[config.mk]
export PLATFORM = sky130hd
export DESIGN_NAME = irq_prio_ctrl
export DESIGN_NICKNAME = d
export VERILOG_FILES = /design/src/rtl/irq_pkg.sv /design/src/rtl/irq_pend_next.sv /design/src/rtl/irq_prio_enc.sv /design/src/rtl/irq_bypass_sel.sv /design/src/rtl/irq_prio_ctrl.sv
export SDC_FILE = /design/constraint.sdc
export NUM_CORES = 1
export LEC_CHECK = 0
export BUFFER_PORTS_ARGS = -buffer_cell sky130_fd_sc_hd__buf_2
export CAP_MARGIN = 5
export CELL_PAD_IN_SITES_DETAIL_PLACEMENT = 2
export CELL_PAD_IN_SITES_GLOBAL_PLACEMENT = 2
export CORE_MARGIN = 3
export CORE_UTILIZATION = 27
export CTS_BUF_LIST = sky130_fd_sc_hd__clkbuf_2
export CTS_CLUSTER_DIAMETER = 50
export CTS_CLUSTER_SIZE = 25
export DETAILED_ROUTE_END_ITERATION = 6
export GPL_ROUTABILITY_DRIVEN = 0
export HOLD_SLACK_MARGIN = 0.02
export PLACE_DENSITY = 0.79
export SLEW_MARGIN = 5
export SYNTH_ARGS = -nofsm -noshare
export SYNTH_HDL_FRONTEND = slang
export SYNTH_HIERARCHICAL = 1
export SYNTH_SLANG_ARGS = --single-unit
[constraint.sdc]
create_clock -name clk_i -period 2.2 [get_ports clk_i]
set_input_delay 0.44 -clock clk_i [delete_from_list [all_inputs] [get_ports clk_i]]
set_output_delay 0.44 -clock clk_i [all_outputs]
set_load 0.005 [all_outputs]
[src/rtl/irq_pkg.sv]
package irq_pkg;

    // Ordinal of each bypass exception; also its offset above the register causes.
    typedef enum logic [1:0] {
        BYP_INSTR_FAIL = 2'd0,
        BYP_PAGE_FAULT = 2'd1,
        BYP_STACK_OVF  = 2'd2,
        BYP_BREAKPT    = 2'd3
    } byp_kind_e;

    localparam int NUM_BYPASS = 4;

endpackage

[src/rtl/irq_pend_next.sv]
// Next-state logic for one pending bank: sticky bits, set beats clear,
// and positions in NO_STORE are never captured.
module irq_pend_next #(
    parameter int           W        = 16,
    parameter logic [W-1:0] NO_STORE = '0
) (
    input  logic [W-1:0] cur_i,
    input  logic [W-1:0] set_i,
    input  logic [W-1:0] clr_i,
    output logic [W-1:0] nxt_o
);
    always_comb begin
        nxt_o = ((cur_i & ~clr_i) | set_i) & ~NO_STORE;
    end
endmodule

[src/rtl/irq_prio_enc.sv]
// Lowest-index-wins finder over a flat request vector.
module irq_prio_enc #(
    parameter int N     = 32,
    parameter int IDX_W = $clog2(N)
) (
    input  logic [N-1:0]     req_i,
    output logic             found_o,
    output logic [IDX_W-1:0] idx_o
);
    always_comb begin
        found_o = 1'b0;
        idx_o   = '0;
        for (int i = N - 1; i >= 0; i--) begin
            if (req_i[i]) begin
                found_o = 1'b1;
                idx_o   = IDX_W'(i);
            end
        end
    end
endmodule

[src/rtl/irq_bypass_sel.sv]
// Fixed-order pick among the exceptions that skip the banks.
module irq_bypass_sel
    import irq_pkg::*;
(
    input  logic      fail_i,
    input  logic      pf_i,
    input  logic      stk_i,
    input  logic      bkpt_i,
    output logic      active_o,
    output byp_kind_e kind_o
);
    always_comb begin
        active_o = fail_i | pf_i | stk_i | bkpt_i;
        if (fail_i)      kind_o = BYP_INSTR_FAIL;
        else if (pf_i)   kind_o = BYP_PAGE_FAULT;
        else if (stk_i)  kind_o = BYP_STACK_OVF;
        else             kind_o = BYP_BREAKPT;
    end
endmodule

[src/rtl/irq_prio_ctrl.sv]
module irq_prio_ctrl
    import irq_pkg::*;
#(
    parameter int                BANK_W   = 16,
    parameter int                CAUSE_W  = 6,
    parameter int                OVF_POS  = 6,
    parameter int                PF_POS   = 3,
    parameter logic [BANK_W-1:0] EXEMPT_A = 16'h0012
) (
    input  logic               clk_i,
    input  logic               rst_ni,
    input  logic [BANK_W-1:0]  set_a_i,
    input  logic [BANK_W-1:0]  set_b_i,
    input  logic [BANK_W-1:0]  clr_a_i,
    input  logic [BANK_W-1:0]  clr_b_i,
    input  logic               mask_we_a_i,
    input  logic               mask_we_b_i,
    input  logic [BANK_W-1:0]  mask_wdata_i,
    input  logic               ovf_flag_i,
    input  logic               ovf_trap_en_i,
    input  logic               exc_instr_fail_i,
    input  logic               exc_page_fault_i,
    input  logic               exc_stack_ovf_i,
    input  logic               exc_breakpt_i,
    output logic               irq_req_o,
    output logic [CAUSE_W-1:0] irq_cause_o,
    output logic               irq_bypass_o
);
    localparam int NUM_BANKS = 2;
    localparam int TOTAL     = NUM_BANKS * BANK_W;
    localparam int IDX_W     = $clog2(TOTAL);
    localparam logic [BANK_W-1:0] NO_STORE_A =
        (BANK_W'(1) << OVF_POS) | (BANK_W'(1) << PF_POS);

    typedef struct packed {
        logic [NUM_BANKS-1:0][BANK_W-1:0] pend;
        logic [NUM_BANKS-1:0][BANK_W-1:0] mask;
    } state_t;

    state_t st_d, st_q;

    logic [NUM_BANKS-1:0][BANK_W-1:0] set_v, clr_v, pend_nxt, elig;
    logic [TOTAL-1:0]                 elig_all;
    logic                             enc_found;
    logic [IDX_W-1:0]                 enc_idx;
    logic                             byp_active;
    byp_kind_e                        byp_kind;

    assign set_v = {set_b_i, set_a_i};
    assign clr_v = {clr_b_i, clr_a_i};

    for (genvar b = 0; b < NUM_BANKS; b++) begin : g_bank
        localparam logic [BANK_W-1:0] NS = (b == 0) ? NO_STORE_A : '0;
        localparam logic [BANK_W-1:0] EX = (b == 0) ? EXEMPT_A   : '0;

        irq_pend_next #(
            .W        (BANK_W),
            .NO_STORE (NS)
        ) u_pend_next (
            .cur_i (st_q.pend[b]),
            .set_i (set_v[b]),
            .clr_i (clr_v[b]),
            .nxt_o (pend_nxt[b])
        );

        assign elig[b] = st_q.pend[b] & (st_q.mask[b] | EX);
    end

    // Overflow position follows the live flag, never the stored bank.
    assign elig_all = elig | (TOTAL'(ovf_flag_i & ovf_trap_en_i) << OVF_POS);

    irq_prio_enc #(
        .N     (TOTAL),
        .IDX_W (IDX_W)
    ) u_prio_enc (
        .req_i   (elig_all),
        .found_o (enc_found),
        .idx_o   (enc_idx)
    );

    irq_bypass_sel u_bypass_sel (
        .fail_i   (exc_instr_fail_i),
        .pf_i     (exc_page_fault_i),
        .stk_i    (exc_stack_ovf_i),
        .bkpt_i   (exc_breakpt_i),
        .active_o (byp_active),
        .kind_o   (byp_kind)
    );

    always_comb begin
        st_d      = st_q;
        st_d.pend = pend_nxt;
        if (mask_we_a_i) st_d.mask[0] = mask_wdata_i;
        if (mask_we_b_i) st_d.mask[1] = mask_wdata_i;
    end

    always_ff @(posedge clk_i) begin
        if (!rst_ni) st_q <= '0;
        else         st_q <= st_d;
    end

    always_comb begin
        irq_req_o    = 1'b0;
        irq_bypass_o = 1'b0;
        irq_cause_o  = '0;
        if (byp_active) begin
            irq_req_o    = 1'b1;
            irq_bypass_o = 1'b1;
            irq_cause_o  = CAUSE_W'(TOTAL) + CAUSE_W'(byp_kind);
        end else if (enc_found) begin
            irq_req_o   = 1'b1;
            irq_cause_o = CAUSE_W'(enc_idx);
        end
    end
endmodule

# Word-level counts from Yosys, hierarchy flattened
# Cells that the tools add are included.
# op_classes
muxes,72
addsub,1
bitwise,13
# op_table
operator,n
$mux 5,33
$and 16x16->16,4
$mux 1,36
$not 16->16,2
$or 16x16->16,2
$or 32x7->32,1
$add 6x2->6 const A,1
$mux 6,1
$mux 2,2
$or 1x1->1,3
$and 1x1->1,1
# totals
regBits,64
inputBits,90

# Logic depth before layout (Yosys ltp)
# depth
ltp_word,36
ltp_mapped,8

# By module
# The synthesis kept the hierarchy.
# modules_own_cells
module,area_per_inst_um2,cells_each,n_inst
irq_prio_ctrl,2267.2,206,1
irq_prio_enc,370.4,65,1
irq_pend_next (g_bank[1].u_pend_next),180.2,32,1
irq_pend_next (g_bank[0].u_pend_next),176.4,31,1
irq_bypass_sel,26.3,5,1

# Least setup slack after synthesis
# OpenSTA, ideal clock, no wires.
# synth_timing
path_kind,in2out
start,in ovf_flag_i
end,out irq_cause_o[2]
arrival_time_ps,1706
cell_stages,6
setup_slack_ps,54
required_time_ps,1760
path_cell_list,a22o_1 -> nor4_1 -> nand3_1 -> nand3b_1 -> nor2b_1 -> and2_1
# synth_via
elab_chain_cells,11
elab_cells_between_ends,18
classes_between,16 x mux; 2 x bitwise
# synth_lines
item,line,source
start: declaration,irq_prio_ctrl.sv:19,"input logic ovf_flag_i,"
$and 1x1->1,irq_prio_ctrl.sv:70,assign elig_all = elig | (TOTAL'(ovf_flag_i & ovf_trap_en_i) << OVF_POS);
$or 32x7->32,irq_prio_ctrl.sv:70,
$mux 1 (7 in a row),irq_prio_enc.sv:14,if (req_i[i]) begin
via enc_found,irq_prio_ctrl.sv:44,logic enc_found;
$mux 5,irq_prio_ctrl.sv:110,end else if (enc_found) begin
$mux 6,irq_prio_ctrl.sv:106,if (byp_active) begin
end: declaration,irq_prio_ctrl.sv:26,"output logic [CAUSE_W-1:0] irq_cause_o,"
# The timed path passes the listed nets, and every way through them passes these cells.

==> impl_metrics.tcl <==
set metrics [dict create \
    dp_cells 580 \
    pwr-share-comb 0.187 \
    grt_pass1_vias 3214 \
    max_freq_mhz 351 \
    crit_path_end "irq_cause_o[0]" \
    num_vias 2792 \
    syn_inst 339 \
    antenna_found_initial 0 \
    power_density_mw_per_mm2 611 \
    internal_power_mw 1.82 \
    port_buffers 93 \
    p_seq_frac 0.496 \
    critPathMaxStageDelay_ps 370 \
    grt_first_pass_wirelength_mm 15.6 \
    finalSetupViolations 6 \
    ys_seq_area_frac 0.411 \
    clock-root-buffer "clkbuf_2" \
    initial_core_util 0.285 \
    tightest_slew_ps 569 \
    path_max_fanout 4 \
    postLayoutSetupSlackWorst_ps -648 \
    switching_share 0.271 \
    hold_buffers 0 \
    startpoint_type "flop" \
    violations "setup timing" \
    syn_area_per_cell_sq_um 8.91 \
    vias_per_cell 4.65 \
    fill_cells 1196 \
    grt_setup_unrepaired "true" \
    cpMaxStageDelayCell "dfxtp_2" \
    drive_above_1_share 0.391 \
    critPathRequiredTime_ps 1760 \
    dp_hpwl_mm 7.26 \
    ys_async_sr_fraction 0 \
    overflow 0 \
    synth_edf_count 0 \
    drcViolationCount 0 \
    relSlewSlack 0.620 \
    grt_max_degree 35 \
    status "finished with violations" \
    drt_iter0_markers 77 \
    wl_mm 9.73 \
    period_share 1.29 \
    reg2reg_depth 4 \
    r2r_end "st_q[58]" \
    firstDrtPassIters 4 \
    wl_per_cell_microns 16.2 \
    dp_slack_ps -379 \
    ys_types 39 \
    fin_cells 601 \
    clk_pin_slew_ps 190 \
    endpoint_kind "primary output" \
    core_area_sq_mm 0.0106 \
    insertion_delay_ps 480 \
    arrival_ps 2410 \
    crit_start "st_q[28]" \
    num_io_pins 98 \
    synth_top_area_frac 0.411 \
    cts_tree "yes" \
    maxCapViolations 0 \
    yosys_register_bits 62 \
    largest_reg_flops 62 \
    yosysTopAreaCell "dfxtp_1" \
    die_area_sq_mm 0.0125 \
    die_y_microns 112 \
    hold_path.startpoint "set_a_i[11]" \
    p_sw_mw 0.677 \
    r2r-start "st_q[58]" \
    fin_skew_ps 0 \
    syn-cell-area_sq_mm 0.00302 \
    slew_viol_final 0 \
    cts_max_level 3 \
    synth_warnings 6 \
    ff2ff_setup_slack_ps 1240 \
    hp-class "in2reg" \
    largest_register "st_q" \
    layout_commonest_cell "buf_2" \
    hold_viol 0 \
    synthTopCellsByArea "dfxtp_1 41%, and2_1 13%, mux2i_1 9.9%, a21o_1 7.5%, nor2b_1 6.4%" \
    p_total_mw 2.50 \
    cts_buffer_depth 2 \
    final_cell_area_sq_mm 0.00408 \
    vdd_drop_max_v 0.000249 \
    hold_depth 3 \
    place_area_sq_mm 0.00375 \
    clock_power_share 0.317 \
    layout_common_cells "91 x buf_2, 53 x and2_1, 49 x dfxtp_1" \
    multi_input_area_sq_mm 0.00168 \
    crit_chain "and2_4 -> nor3b_2 -> nor3_2 -> o31ai_2 -> o2111ai_2 -> a221oi_2 -> nand2_1 -> o21ai_1 -> buf_2" \
    rows 37 \
    layout.nets 550 \
    ant_nets 0 \
    register_area_sq_mm 0.00126 \
    area_growth_pct 35.2 \
    track_usage 0.154 \
    antenna_cells 0 \
    cts_sinks 62 \
    cts_buffers 9 \
    utilization 0.385 \
    die_x_microns 112 \
    top_regs "st_q x62" \
    layout_min_cycle_time_ps 2850 \
    synth_ff_type "dfxtp_1" \
    p_leak_nw 2.10 \
    path_class "reg2out" \
]
-- cells by family after synthesis --
kind of cell / share of synthesized area
AO/OA/AOI/OAI: 0.132
buffers and inverters: 0.0812
flip-flops: 0.411
multiplexers: 0.0994
other: 0.00124
AND/OR/NAND/NOR: 0.275
-- critical path, delay by kind of cell (launching register included) --
kind,cells,cell delay [ps]
compound gates,4,890
flops,1,370
simple gates,4,540
buf+inv,1,140
-- through the flow --
stage	hold WS [ps]	TNS, ps
finish	213	-3540
global route	156	-4970
CTS	169	-3850
detailed placement	500	-2130
global placement	486	-1390
floorplan	474	0
-- final cells by class --
class                   count  area share
multi-input cells         228       0.412
well taps                 136      0.0417
flip-flops and latches     62       0.308
clock buffers              10      0.0123
repair buffers            122       0.173
clock inverters             6      0.0187
inverters                  37      0.0340
-- Yosys cell counts (3+ instances only) --
master and instances:
nand2_1 8, o21ai_0 5, a21oi_1 7, a21o_1 30, dfxtp_1 62, buf_4 3
clkbuf_1 3, nor4_1 5, inv_1 37, nor2_1 14, nor3_1 6, and2_1 65
nor2b_1 31, buf_2 3, mux2i_1 30
-- repair_timing --
item / in CTS / in global routing
setup endpoints to repair: 6 / 6
gates cloned: 0 / 0
hold endpoints to repair: 0 / 0
setup buffers: 2 / 3
pin swaps: 16 / 8
resized for setup: 33 / 18
-- worst min path at each step --
stage | end
after floorplan | st_q[0]
after global placement | st_q[18]
after detailed placement | st_q[9]
after CTS | st_q[43]
after global routing | st_q[43]
final | st_q[43]
-- layer usage --
layer	up-vias	part of all wire	wire length, microns	GRT usage
met5	-	0	0	0
met4	0	0.014	138	0.0430
met3	11	0.040	387	0.0391
met2	65	0.54	5220	0.280
met1	1360	0.41	3980	0.178
li1	1356	-	-	-
-- power groups by stage --
stage / registers (mW) / logic, mW / clock network, mW
global placement: 1.25 / 0.386 / 0
global route: 1.25 / 0.522 / 0.874
floorplan: 1.24 / 0.241 / 0
detailed placement: 1.26 / 0.409 / 0
CTS: 1.24 / 0.445 / 0.829
finish: 1.24 / 0.468 / 0.791
No activity file was read; power rests on OpenSTA's default activity.
